## src/rtl/ls_agu_pkg.sv

```systemverilog
package ls_agu_pkg;
  typedef enum logic {MEM_LOAD = 1'b0, MEM_STORE = 1'b1} mem_kind_e;
endpackage

```

## src/rtl/ls_order_gate.sv

```systemverilog
module ls_order_gate #(
  parameter int DEPTH   = 8,
  parameter int ISSUE_W = 8,
  parameter int IDX_W   = $clog2(DEPTH)
) (
  input  logic [DEPTH-1:0]              busy_i,
  input  logic [DEPTH-1:0]              is_mem_i,
  input  logic [DEPTH-1:0]              done_i,
  input  logic [DEPTH-1:0][ISSUE_W-1:0] issue_i,
  input  logic [IDX_W-1:0]              own_idx_i,
  input  logic [ISSUE_W-1:0]            own_issue_i,
  output logic                          pending_o
);
  logic [DEPTH-1:0] older_open;

  for (genvar e = 0; e < DEPTH; e++) begin : g_ent
    assign older_open[e] = busy_i[e] && is_mem_i[e] && !done_i[e] &&
                           (own_idx_i != IDX_W'(e)) &&
                           (issue_i[e] < own_issue_i);
  end

  assign pending_o = |older_open;
endmodule

```

## src/rtl/ls_cand_hold.sv

```systemverilog
module ls_cand_hold
  import ls_agu_pkg::*;
#(
  parameter int ADDR_W  = 32,
  parameter int DATA_W  = 32,
  parameter int ISSUE_W = 8,
  parameter int IDX_W   = 3
) (
  input  logic               clk_i,
  input  logic               rst_ni,
  input  logic               load_i,
  input  logic               clear_i,
  input  mem_kind_e          kind_i,
  input  logic [IDX_W-1:0]   idx_i,
  input  logic [ADDR_W-1:0]  base_i,
  input  logic [ADDR_W-1:0]  off_i,
  input  logic [ISSUE_W-1:0] issue_i,
  input  logic [DATA_W-1:0]  data_i,
  output logic               vld_o,
  output logic               first_o,
  output mem_kind_e          kind_o,
  output logic [IDX_W-1:0]   idx_o,
  output logic [ADDR_W-1:0]  base_o,
  output logic [ADDR_W-1:0]  off_o,
  output logic [ISSUE_W-1:0] issue_o,
  output logic [DATA_W-1:0]  data_o
);
  always_ff @(posedge clk_i or negedge rst_ni) begin
    if (!rst_ni) begin
      vld_o   <= 1'b0;
      first_o <= 1'b0;
    end else begin
      first_o <= load_i;
      if (load_i)       vld_o <= 1'b1;
      else if (clear_i) vld_o <= 1'b0;
    end
  end

  // operands only move on acceptance; retained while blocked
  always_ff @(posedge clk_i or negedge rst_ni) begin
    if (!rst_ni) begin
      kind_o  <= MEM_LOAD;
      idx_o   <= '0;
      base_o  <= '0;
      off_o   <= '0;
      issue_o <= '0;
      data_o  <= '0;
    end else if (load_i) begin
      kind_o  <= kind_i;
      idx_o   <= idx_i;
      base_o  <= base_i;
      off_o   <= off_i;
      issue_o <= issue_i;
      data_o  <= data_i;
    end
  end
endmodule

```

## src/rtl/ls_eff_addr.sv

```systemverilog
module ls_eff_addr #(
  parameter int ADDR_W = 32
) (
  input  logic [ADDR_W-1:0] base_i,
  input  logic [ADDR_W-1:0] off_i,
  output logic [ADDR_W-1:0] sum_o
);
  assign sum_o = base_i + off_i;  // carry dropped
endmodule

```

## src/rtl/ls_addr_gen.sv

```systemverilog
module ls_addr_gen
  import ls_agu_pkg::*;
#(
  parameter int DEPTH   = 8,
  parameter int ADDR_W  = 32,
  parameter int DATA_W  = 32,
  parameter int ISSUE_W = 8,
  localparam int IDX_W  = $clog2(DEPTH)
) (
  input  logic                          clk_i,
  input  logic                          rst_ni,
  input  logic                          cand_valid_i,
  output logic                          cand_ready_o,
  input  logic                          cand_is_store_i,
  input  logic [IDX_W-1:0]              cand_idx_i,
  input  logic [ADDR_W-1:0]             cand_base_i,
  input  logic [ADDR_W-1:0]             cand_offset_i,
  input  logic [ISSUE_W-1:0]            cand_issue_i,
  input  logic [DATA_W-1:0]             cand_data_i,
  input  logic [DEPTH-1:0]              rob_busy_i,
  input  logic [DEPTH-1:0]              rob_is_mem_i,
  input  logic [DEPTH-1:0]              rob_addr_done_i,
  input  logic [DEPTH-1:0][ISSUE_W-1:0] rob_issue_i,
  output logic                          addr_valid_o,
  output logic [ADDR_W-1:0]             addr_o,
  output logic                          addr_done_set_o,
  output logic [IDX_W-1:0]              addr_done_idx_o,
  output logic                          rob_addr_we_o,
  output logic                          rob_val_we_o,
  output logic                          rob_ready_set_o,
  output logic [IDX_W-1:0]              rob_val_idx_o,
  output logic [DATA_W-1:0]             rob_val_o
);
  logic               h_vld, h_first, pending, accept, fire;
  mem_kind_e          h_kind, in_kind;
  logic [IDX_W-1:0]   h_idx;
  logic [ADDR_W-1:0]  h_base, h_off, sum;
  logic [ISSUE_W-1:0] h_issue;
  logic [DATA_W-1:0]  h_data;

  assign in_kind = cand_is_store_i ? MEM_STORE : MEM_LOAD;
  assign accept  = cand_valid_i && !h_vld;
  assign fire    = h_vld && !pending;

  ls_cand_hold #(.ADDR_W(ADDR_W), .DATA_W(DATA_W), .ISSUE_W(ISSUE_W), .IDX_W(IDX_W)) u_hold (
    .clk_i, .rst_ni,
    .load_i(accept), .clear_i(fire),
    .kind_i(in_kind), .idx_i(cand_idx_i), .base_i(cand_base_i), .off_i(cand_offset_i),
    .issue_i(cand_issue_i), .data_i(cand_data_i),
    .vld_o(h_vld), .first_o(h_first), .kind_o(h_kind), .idx_o(h_idx),
    .base_o(h_base), .off_o(h_off), .issue_o(h_issue), .data_o(h_data)
  );

  ls_order_gate #(.DEPTH(DEPTH), .ISSUE_W(ISSUE_W), .IDX_W(IDX_W)) u_gate (
    .busy_i(rob_busy_i), .is_mem_i(rob_is_mem_i), .done_i(rob_addr_done_i),
    .issue_i(rob_issue_i), .own_idx_i(h_idx), .own_issue_i(h_issue),
    .pending_o(pending)
  );

  ls_eff_addr #(.ADDR_W(ADDR_W)) u_add (.base_i(h_base), .off_i(h_off), .sum_o(sum));

  assign cand_ready_o = !h_vld;

  // store value posted on first held cycle, independent of the gate
  assign rob_val_we_o    = h_vld && h_first && (h_kind == MEM_STORE);
  assign rob_ready_set_o = rob_val_we_o;
  assign rob_val_idx_o   = h_idx;
  assign rob_val_o       = h_data;

  always_ff @(posedge clk_i or negedge rst_ni) begin
    if (!rst_ni) begin
      addr_valid_o    <= 1'b0;
      addr_done_set_o <= 1'b0;
      rob_addr_we_o   <= 1'b0;
      addr_o          <= '0;
      addr_done_idx_o <= '0;
    end else begin
      addr_valid_o    <= fire;
      addr_done_set_o <= fire;
      rob_addr_we_o   <= fire && (h_kind == MEM_STORE);
      if (fire) begin
        addr_o          <= sum;
        addr_done_idx_o <= h_idx;
      end
    end
  end
endmodule

```

## config.mk

```make
export PLATFORM = sky130hd
export DESIGN_NAME = ls_addr_gen
export DESIGN_NICKNAME = d
export VERILOG_FILES = /design/src/rtl/ls_agu_pkg.sv /design/src/rtl/ls_order_gate.sv /design/src/rtl/ls_cand_hold.sv /design/src/rtl/ls_eff_addr.sv /design/src/rtl/ls_addr_gen.sv
export SDC_FILE = /design/constraint.sdc
export NUM_CORES = 1
export LEC_CHECK = 0
export ABC_AREA = 1
export ABC_CLOCK_PERIOD_IN_PS = 2000
export BUFFER_PORTS_ARGS = -buffer_cell sky130_fd_sc_hd__buf_4
export CAP_MARGIN = 20
export CELL_PAD_IN_SITES_DETAIL_PLACEMENT = 1
export CELL_PAD_IN_SITES_GLOBAL_PLACEMENT = 1
export CORE_MARGIN = 4
export CORE_UTILIZATION = 33
export CTS_BUF_LIST = sky130_fd_sc_hd__clkbuf_8 sky130_fd_sc_hd__clkbuf_16
export DETAILED_ROUTE_END_ITERATION = 7
export PLACE_DENSITY = 0.88
export RECOVER_POWER = 25
export REMOVE_ABC_BUFFERS = 1
export SLEW_MARGIN = 15
export SYNTH_ARGS = -nofsm -noshare
export SYNTH_HDL_FRONTEND = slang
export SYNTH_SLANG_ARGS = --single-unit
```

## constraint.sdc

```tcl
create_clock -name clk_i -period 2 [get_ports clk_i]
set_input_delay 0.4 -clock clk_i [delete_from_list [all_inputs] [get_ports clk_i]]
set_output_delay 0.4 -clock clk_i [all_outputs]
set_load 0.005 [all_outputs]
```

==> flow_metrics.tcl, run 1 <==
set metrics [dict create \
    ir_worst_vdd_mv 0.530 \
    synth_fa_ha_area_frac 0.118 \
    clk_pin_slew_worst_paths_ns 0.07 \
    dp_slack_ns -0.192 \
    clockBufferDepth 2 \
    cts_made_buffers 17 \
    startpoint_type "flip-flop" \
    die_y_um 177 \
    synthCells 1341 \
    antenna_left 0 \
    drt-initial-drc-count 377 \
    p_leak_nw 7.64 \
    ys_warn_count 0 \
    power_density_nw_per_um2 1730 \
    pwr-share-comb 0.616 \
    layout-drive-gt1-share 0.276 \
    post_drt_wl_per_cell_um 17.2 \
    maxCapViolCount 0 \
    period_share 1.08 \
    drv_slew 0 \
    fp.dieW_um 177 \
    final_nets 1958 \
    intPower_mw 12.6 \
    num_vias 9881 \
    design.die.area_um2 31300 \
    hold_path_class "input pin to flip-flop" \
    violations "negative setup slack" \
    clkPwrFrac 0.152 \
    swShare 0.461 \
    hpwl_mm 27.0 \
    yosysUniqueCellTypes 29 \
    finClkSkew_ns 0.0149 \
    antenna_found_initial 0 \
    min_period_ns 2.16 \
    setup_violations 38 \
    hold_viol_final 0 \
    vias_per_cell 4.79 \
    outcome "finished, violations left" \
    port_buffers 274 \
    cts_root_buf "clkbuf_16" \
    grt.total_usage 0.218 \
    worst_pin_slew_ns 1.14 \
    synthFlopType "dfrtp_1" \
    synth-xor-area-share 0.0167 \
    muxShareOfSynthArea 0 \
    rows 61 \
    grt_util_met2 0.391 \
    drc_errors 0 \
    busiest_layer "met2" \
    initial_core_util 0.337 \
    fin_tns_setup_ns -4.35 \
    ys_ff_latch 147 \
    nFillCells 3541 \
    cp-end-kind "flip-flop" \
    fin_ws_ns -0.163 \
    synth_edf_count 0 \
    grt_pass1_vias 10600 \
    drt_wl_total_mm 35.4 \
    clock_sinks 147 \
    core_area_um2 27900 \
    finalWeightedCongestion 0.890 \
    synthSimpleGateAreaFrac 0.353 \
    dr.pass1.iters 5 \
    netlist_area_um2 9410 \
    cts_tree "built" \
    hold_ws_ns 0.156 \
    insertion_delay_ns 0.43 \
    synthArstFlopShare 1.00 \
    grt_max_degree 84 \
    h-tree-depth 4 \
    synth_top_family_by_area "simple AND/OR/NAND/NOR gates" \
    grt_pass1_wl_mm 54.5 \
    synth_compound_area_frac 0.0420 \
    io_pins 275 \
    fmax_mhz 462 \
    syn_to_final_growth_pct 43.3 \
    syn_area_per_cell_um2 7.02 \
    relSlewSlack 0.243 \
    worstPathArrival_ns 2.48 \
    globalRoute.totalOverflow 0 \
    p_switching_mw 10.7 \
    met1_usage 0.264 \
    power_frac_seq 0.233 \
    critPathKind "flip-flop to flip-flop" \
    crit_required_ns 2.31 \
    rsz0062_at_grt "yes" \
    diodes 0 \
    ys_seq_area_frac 0.391 \
    crit_fanout 23 \
    use_met3 0.0457 \
]
registers in the layout, summed over array words and instances, names as in the netlist:
| signal | flops |
|---|---|
| u_hold.data_o | 32 |
| u_hold.issue_o | 8 |
| u_hold.base_o | 32 |
| addr_o | 32 |
| u_hold.idx_o | 3 |
| u_hold.first_o | 1 |
| addr_done_idx_o | 3 |
| u_hold.vld_o | 1 |
| u_hold.off_o | 32 |
| addr_done_set_o | 1 |
| rob_addr_we_o | 1 |
| u_hold.kind_o | 1 |
worst max-delay path: stages, from the launching register on:
cell and delay (ns):
dfrtp_1 0.41, buf_6 0.13, clkinvlp_4 0.19, ha_4 0.34
a21oi_2 0.05, o21a_1 0.18, nand3_2 0.09, nand2_2 0.08
nor2_4 0.14, nand3_4 0.12, buf_12 0.18, nand2_1 0.08
nand2_1 0.07
power by group through the flow:
stage	Clock [mW]	Combinational, mW	Sequential [mW]
floorplan	0	7.33	5.21
global placement	0	12.4	5.26
detailed placement	0	12.9	5.34
CTS	3.59	13.5	5.39
global route	3.76	16.0	5.60
finish	3.54	14.3	5.42
layout make-up:
cell class / count / area (um^2) / share of cell area
clock buffer: 17 / 425 / 0.0315
tap: 378 / 473 / 0.0351
multi-input combinational: 1005 / 5340 / 0.396
sequential: 147 / 3680 / 0.273
clock inverter: 14 / 201 / 0.0149
timing repair inverter: 1 / 7.51 / 0.000556
inverter: 154 / 584 / 0.0433
timing repair buffer: 345 / 2780 / 0.206
path summary, 6_finish.rpt:
path	from	end	slack (ns)	depth (start not counted)
setup / recovery	u_hold.issue_o[5]$_DFFE_PN0P_	addr_done_idx_o[0]$_DFFE_PN0P_	-0.16	12
hold / removal	cand_data_i[9]	u_hold.data_o[9]$_DFFE_PN0P_	0.16	3
setup reg to reg	u_hold.issue_o[5]$_DFFE_PN0P_	addr_done_idx_o[0]$_DFFE_PN0P_	-0.16	12
hold reg to reg	addr_o[0]$_DFFE_PN0P_	addr_o[0]$_DFFE_PN0P_	0.48	2
max in group asynchronous	rst_ni	u_hold.base_o[15]$_DFFE_PN0P_	0.25	3
min in group asynchronous	rst_ni	u_hold.off_o[31]$_DFFE_PN0P_	0.72	2
layer usage:
| layer | share of wire | wire length (um) | up-vias |
|---|---|---|---|
| met4 | 0.021 | 755 | 0 |
| met3 | 0.057 | 2010 | 44 |
| met2 | 0.51 | 18000 | 265 |
| met5 | 0 | 0 | - |
| met1 | 0.41 | 14600 | 4739 |
| li1 | - | - | 4833 |
synth_stat cells (all sizes together) (2+ instances only):
library cell | count | area, um^2
nand2 | 661 | 2490
inv | 154 | 578
dfrtp | 147 | 3680
ha | 87 | 1090
nand3 | 68 | 350
nor2 | 58 | 243
a21oi | 43 | 215
nand4 | 28 | 175
clkbuf | 23 | 86.3
o21ai | 18 | 90.1
xor2 | 17 | 149
buf | 12 | 88.8
o21a | 8 | 60.1
nor3 | 5 | 25.0
and2 | 4 | 25.0
o21bai | 3 | 22.5
nand3b | 2 | 15.0
per-stage QoR:
step	instances	area, um^2	power (mW)	utilization
2_1_floorplan	1306	9240	12.5	-
3_3_place_gp	2010	12300	17.7	0.439
3_5_place_dp	2010	12300	18.2	0.439
4_1_cts	2051	13100	22.5	0.469
5_1_grt	2061	13500	25.3	0.483
6_report	2061	13500	23.3	0.483
cell usage in the layout, fill, tap and decap left out, types with 3 or more instances in the layout:
cell,netlist,routed
nand3_2,2,5
nand2_1,659,640
nor2_1,54,41
nand2_2,2,20
nand3_1,66,62
buf_4,2,320
nor2_4,3,5
ha_2,0,11
xor2_1,17,15
a21oi_2,0,4
and2_1,4,4
inv_2,5,9
clkinvlp_4,0,3
o21ai_0,16,16
o21a_1,8,8
bufinv_16,0,4
ha_1,87,62
clkbuf_16,0,20
nor3_1,5,5
inv_6,0,4
o21bai_1,3,3
inv_1,149,143
a21oi_1,43,39
ha_4,0,14
buf_6,4,13
nand4_1,28,28
nor2_2,1,12
buf_12,0,7
dfrtp_1,147,146
logic make-up (layout without fill, tap and decap cells):
family	after synthesis	in the layout
adder cells (fa/ha/maj)	88	88
AO/OA/AOI/OAI	73	73
XOR/XNOR	18	18
flip-flops	147	147
AND/OR/NAND/NOR	826	826
buffers and inverters	189	531
timing repair:
item / CTS / global route
endpoints found under the setup margin: 38 / 38
cloned: 1 / 6
buffers inserted: 8 / 4
hold buffers: 1 / 0
pin swaps: 2 / 9
resized for setup: 25 / 62
endpoints found under the hold margin: 38 / 0
Note: power is estimated with default switching activity, not from simulation.
==> run 2, diff against run 1 <==
- PLACE_DENSITY: 0.88 -> default
- PLACE_DENSITY_LB_ADDON: default -> 0.1
==> run 2 against run 1 <==
The flow still finishes with violations (negative setup slack). Total power fell by 2.7%. Maximum frequency rose by 1.5%. Worst hold slack got worse by 0.0084 ns.
==> flow_metrics.tcl, run 2 (synthesis gave the netlist of run 1 again) <==
set metrics [dict create \
    outcome "finished, violations left" \
    violations "negative setup slack" \
    clk_pin_slew_worst_paths_ns 0.08 \
    cts_made_buffers 17 \
    drc_errors 0 \
    vias_per_cell 4.66 \
    die_y_um 177 \
    grt_pass1_wl_mm 54.8 \
    rsz0062_at_grt "yes" \
    cp_common_cell "nand2_1" \
    fp.dieW_um 177 \
    h-tree-depth 4 \
    cp-startpoint "u_hold.issue_o[3]$_DFFE_PN0P_" \
    worstPathArrival_ns 2.44 \
    insertion_delay_ns 0.44 \
    dr.pass1.iters 4 \
    reg2reg_depth 16 \
    fmax_mhz 469 \
    fin_ws_ns -0.131 \
    post_drt_wl_per_cell_um 16.6 \
    relSlewSlack 0.166 \
    num_vias 9610 \
    crit_fanout 19 \
    power_density_nw_per_um2 1670 \
    final_common_cell "nand2_1" \
    worst_pin_slew_ns 1.25 \
    clock_sinks 147 \
    hpwl_mm 26.5 \
    critPathKind "flip-flop to flip-flop" \
    maxCapViolCount 0 \
    finClkSkew_ns 0.0181 \
    setup_violations 37 \
    p_leak_nw 7.66 \
    crit_slowest_cell "dfrtp_1" \
    path_cells "clkinvlp_4 > buf_12 > buf_6 > ha_4 > nand2_2 > inv_2 > nand2_1 > nand2_1 > nand2_1 > nand3_2 > nand2_2 > nor2_4 > nand3_4 > buf_12 > nand2_1 > nand2_1" \
    finalWeightedCongestion 0.912 \
    grt.total_usage 0.219 \
    final_cell_area_um2 13600 \
    cp-end-kind "flip-flop" \
    post_dp_cell_area_um2 12300 \
    period_share 1.07 \
    min_period_ns 2.13 \
    final_nets 1958 \
    grt_pass1_vias 10200 \
    r2r_slack_ns -0.13 \
    design.die.area_um2 31300 \
    crit_required_ns 2.31 \
    globalRoute.totalOverflow 0 \
    grt_max_degree 71 \
    io_pins 275 \
    cts_root_buf "clkbuf_16" \
    rr_startpoint "u_hold.issue_o[3]$_DFFE_PN0P_" \
    crit-reg2reg-capture "addr_o[29]$_DFFE_PN0P_" \
    antenna_found_initial 2 \
    core_area_um2 27900 \
    rows 61 \
    cts_tree "built" \
    drt_wl_total_mm 34.3 \
    hold_viol_final 0 \
    drv_slew 0 \
    drt-initial-drc-count 463 \
    clockBufferDepth 2 \
    startpoint_type "flip-flop" \
    layout.cells.most_common_list "633 x nand2_1, 324 x buf_4, 145 x dfrtp_1" \
    layout-drive-gt1-share 0.274 \
    hold_path_class "input pin to flip-flop" \
    max_stage_delay_ns 0.37 \
    fin_cells 2064 \
    port_buffers 274 \
    ir_worst_vdd_mv 0.649 \
    initial_core_util 0.337 \
    syn_to_final_growth_pct 44.0 \
    endpoint "addr_o[29]$_DFFE_PN0P_" \
    antenna_left 0 \
    dpl.cell_count 2013 \
]
[run 2: per-layer routing]
layer  part of all wire  wire (um)  global-route usage
met1               0.46      15600               0.297
met2               0.47      16000               0.362
met3              0.061       2100              0.0461
met4              0.016        543              0.0487
met5                  0          0                   0
[run 2: metrics by stage]
step | TNS [ns] | util | power, mW | worst slack, ns | hold WS (ns)
2_1_floorplan | -255.59 | - | 12.5 | -2.30 | 0.104
3_3_place_gp | -3.62 | 0.441 | 18.0 | -0.180 | 0.282
3_5_place_dp | -6.72 | 0.441 | 18.3 | -0.298 | 0.279
4_1_cts | -3.71 | 0.472 | 22.3 | -0.136 | 0.136
5_1_grt | -21.42 | 0.485 | 25.0 | -0.285 | 0.136
6_report | -3.91 | 0.485 | 22.7 | -0.131 | 0.148
[run 2: worst min path at each step]
stage,end,depth (start not counted),slack [ns],start
CTS,u_hold.data_o[6]$_DFFE_PN0P_,3,0.14,cand_data_i[6]
detailed placement,u_hold.base_o[28]$_DFFE_PN0P_,1,0.28,rst_ni
global placement,u_hold.base_o[28]$_DFFE_PN0P_,1,0.28,rst_ni
global route,u_hold.off_o[16]$_DFFE_PN0P_,3,0.14,cand_offset_i[16]
finish,u_hold.data_o[9]$_DFFE_PN0P_,3,0.15,cand_data_i[9]
floorplan,addr_done_idx_o[0]$_DFFE_PN0P_,0,0.10,rst_ni
[run 2: where the power goes]
part / internal (mW) / switching, mW
clock network: 1.68 / 1.57
registers: 4.43 / 0.998
logic: 6.01 / 7.98
[run 2: repair_timing]
action	in CTS	in global routing
setup endpoints to repair	38	38
gates resized for setup	32	58
hold buffers	1	0
endpoints found under the hold margin	20	0
buffers inserted	9	3
gates cloned	2	2
pin swaps	9	13
[run 2: worst max-delay path: cells and delay by family, from the launching register on]
family	cells	cell delay (ns)
AND/OR/NAND/NOR	10	0.76
adder cells (fa/ha/maj)	1	0.26
buffers and inverters	5	0.63
flip-flops	1	0.37
[run 2: layout make-up]
type                    instances  area [um^2]
repair inverters                2         15.0
inverters                     154          601
well taps                     378          473
clock inverters                15          161
repair buffers                344         2820
fillers                      3569        14400
flip-flops and latches        147         3680
clock buffers                  17          425
multi-input cells            1005         5380
diodes                          2         5.00
==> run 3, diff against run 2 <==
- CORE_MARGIN: 4 -> 2
==> run 3 against run 2 <==
The run still ends with negative setup slack left. Worst hold slack better by 0.0026 ns. Non-clock buffer count increased by 5. Critical path depth shrank 3. Via count rose by 1.3%. Register-to-register slack hardly changed. Clock skew decreased by 0.0061 ns. Maximum frequency up 0.30%. Critical path type unchanged. Critical endpoint is now addr_o[16]$_DFFE_PN0P_. Largest cell class unchanged.
==> flow_metrics.tcl, run 3 (synthesis gave the netlist of run 1 again) <==
set metrics [dict create \
    dp_slack_ns -0.262 \
    power_frac_seq 0.237 \
    clkPwrFrac 0.147 \
    wl_met3_mm 1.61 \
    intPower_mw 12.3 \
    p_switching_mw 10.5 \
    maxCapViolCount 0 \
    relSlewSlack 0.491 \
    num_vias 9737 \
    outcome "finished, violations left" \
    antenna_found_initial 0 \
    hold_path_depth 3 \
    drc_errors 0 \
    clk_pin_slew_worst_paths_ns 0.07 \
    grt.total_usage 0.226 \
    grt_pass1_wl_mm 54.5 \
    fmax_mhz 471 \
    layout-drive-gt1-share 0.273 \
    final_common_cell "nand2_1" \
    worst_pin_slew_ns 0.763 \
    ir_worst_vdd_mv 0.744 \
    period_share 1.06 \
    rsz0062_at_grt "yes" \
    crit_required_ns 2.37 \
    worstHoldStart "cand_data_i[12]" \
    core_area_um2 27900 \
    drv_slew 0 \
    pwr-share-comb 0.616 \
    globalRoute.totalOverflow 0 \
    initial_core_util 0.337 \
    die_y_um 173 \
    fp.dieW_um 173 \
    design.die.area_um2 29900 \
    hold_viol_final 0 \
    hold_path_class "input pin to flip-flop" \
    rows 61 \
    cp-end-kind "flip-flop" \
    drt-initial-drc-count 391 \
    cts_made_buffers 17 \
    wl_met2_mm 15.5 \
    rr_startpoint "u_hold.issue_o[6]$_DFFE_PN0P_" \
    cts_tree "built" \
    grt_max_degree 97 \
    violations "negative setup slack" \
    final_nets 1961 \
    finClkSkew_ns 0.0120 \
    whs_endpoint "u_hold.data_o[12]$_DFFE_PN0P_" \
    wl_met1_mm 15.9 \
    clockBufferDepth 2 \
    crit-reg2reg-capture "addr_o[16]$_DFFE_PN0P_" \
    setup_violations 36 \
    layout.cells.most_common_list "637 x nand2_1, 328 x buf_4, 147 x dfrtp_1" \
    worstPathArrival_ns 2.50 \
    diodes 0 \
    hpwl_mm 26.3 \
    syn_to_final_growth_pct 42.2 \
    startpoint_type "flip-flop" \
    antenna_left 0 \
    grt_pass1_vias 10200 \
    drt_wl_total_mm 33.6 \
    vias_per_cell 4.72 \
    critPathKind "flip-flop to flip-flop" \
    min_period_ns 2.13 \
    io_pins 275 \
    reg2reg_depth 13 \
    clock_sinks 147 \
    port_buffers 274 \
    insertion_delay_ns 0.44 \
    fin_ws_ns -0.125 \
    cts_root_buf "clkbuf_16" \
    swShare 0.461 \
    top_layer "met4" \
    r2r_slack_ns -0.13 \
    hold_ws_ns 0.151 \
    p_leak_nw 7.65 \
    h-tree-depth 4 \
    dr.pass1.iters 5 \
    post_drt_wl_per_cell_um 16.3 \
    finalWeightedCongestion 0.882 \
    power_density_nw_per_um2 1700 \
    crit_fanout 10 \
    final_core_util 0.479 \
]
## run 3: per-stage QoR
step	total power [mW]	instance area, um^2	std cells	setup TNS (ns)
floorplan	12.5	9240	1306	-255.59
global placement	18.2	12400	2026	-3.90
detailed placement	18.6	12400	2026	-6.03
CTS	22.5	13200	2063	-0.810
global route	24.9	13400	2065	-6.39
finish	22.7	13400	2065	-2.80
## run 3: critical path, stage by stage (launching register included)
cell and delay [ns]:
dfrtp_1 0.38, clkinvlp_4 0.11, buf_12 0.15, buf_6 0.12, ha_4 0.25, nand2_2 0.06
o21a_1 0.18, nand3b_1 0.09, nand2_2 0.08, buf_6 0.13, nor2_4 0.16, buf_12 0.17
nand3_1 0.09, nand2_1 0.08
## run 3: timing repair
item                                    in CTS  in global routing
gates cloned                                 0                  2
hold buffers                                 1                  0
buffers inserted                             4                  0
endpoints found under the hold margin       25                  0
endpoints found under the setup margin      37                 38
pin swaps                                    5                  1
gates resized for setup                     32                 43
## run 3: cell type report
cell class | count | area [um^2]
clock buffer | 18 | 439
clock inverter | 14 | 165
fill | 3547 | 14500
inverter | 154 | 589
multi-input combinational | 1005 | 5250
sequential | 147 | 3680
tap | 378 | 473
timing repair buffer | 349 | 2800
## run 3: power groups by stage
stage / logic, mW / registers [mW] / clock network, mW
2_1_floorplan: 7.33 / 5.21 / 0
3_3_place_gp: 12.8 / 5.36 / 0
3_5_place_dp: 13.2 / 5.39 / 0
4_1_cts: 13.7 / 5.38 / 3.42
5_1_grt: 15.8 / 5.59 / 3.53
6_report: 14.0 / 5.39 / 3.35
## run 3: routing by layer
metal | vias to the layer above | GRT usage
li1 | 4843 | -
met1 | 4613 | 0.312
met2 | 242 | 0.368
met3 | 39 | 0.0385
met4 | 0 | 0.0604
met5 | - | 0
## run 3: how the worst max path moves through the flow
stage / cells past startpoint / endpoint / slack (ns) / start
after floorplan: 4 / u_hold.idx_o[0]$_DFFE_PN0P_ / -2.30 / u_hold.vld_o$_DFFE_PN0P_
after global placement: 14 / addr_o[28]$_DFFE_PN0P_ / -0.19 / u_hold.issue_o[2]$_DFFE_PN0P_
after detailed placement: 15 / addr_o[24]$_DFFE_PN0P_ / -0.26 / u_hold.issue_o[3]$_DFFE_PN0P_
after CTS: 12 / addr_o[16]$_DFFE_PN0P_ / -0.06 / u_hold.issue_o[6]$_DFFE_PN0P_
after global routing: 13 / addr_o[18]$_DFFE_PN0P_ / -0.22 / u_hold.issue_o[6]$_DFFE_PN0P_
final: 13 / addr_o[16]$_DFFE_PN0P_ / -0.13 / u_hold.issue_o[6]$_DFFE_PN0P_
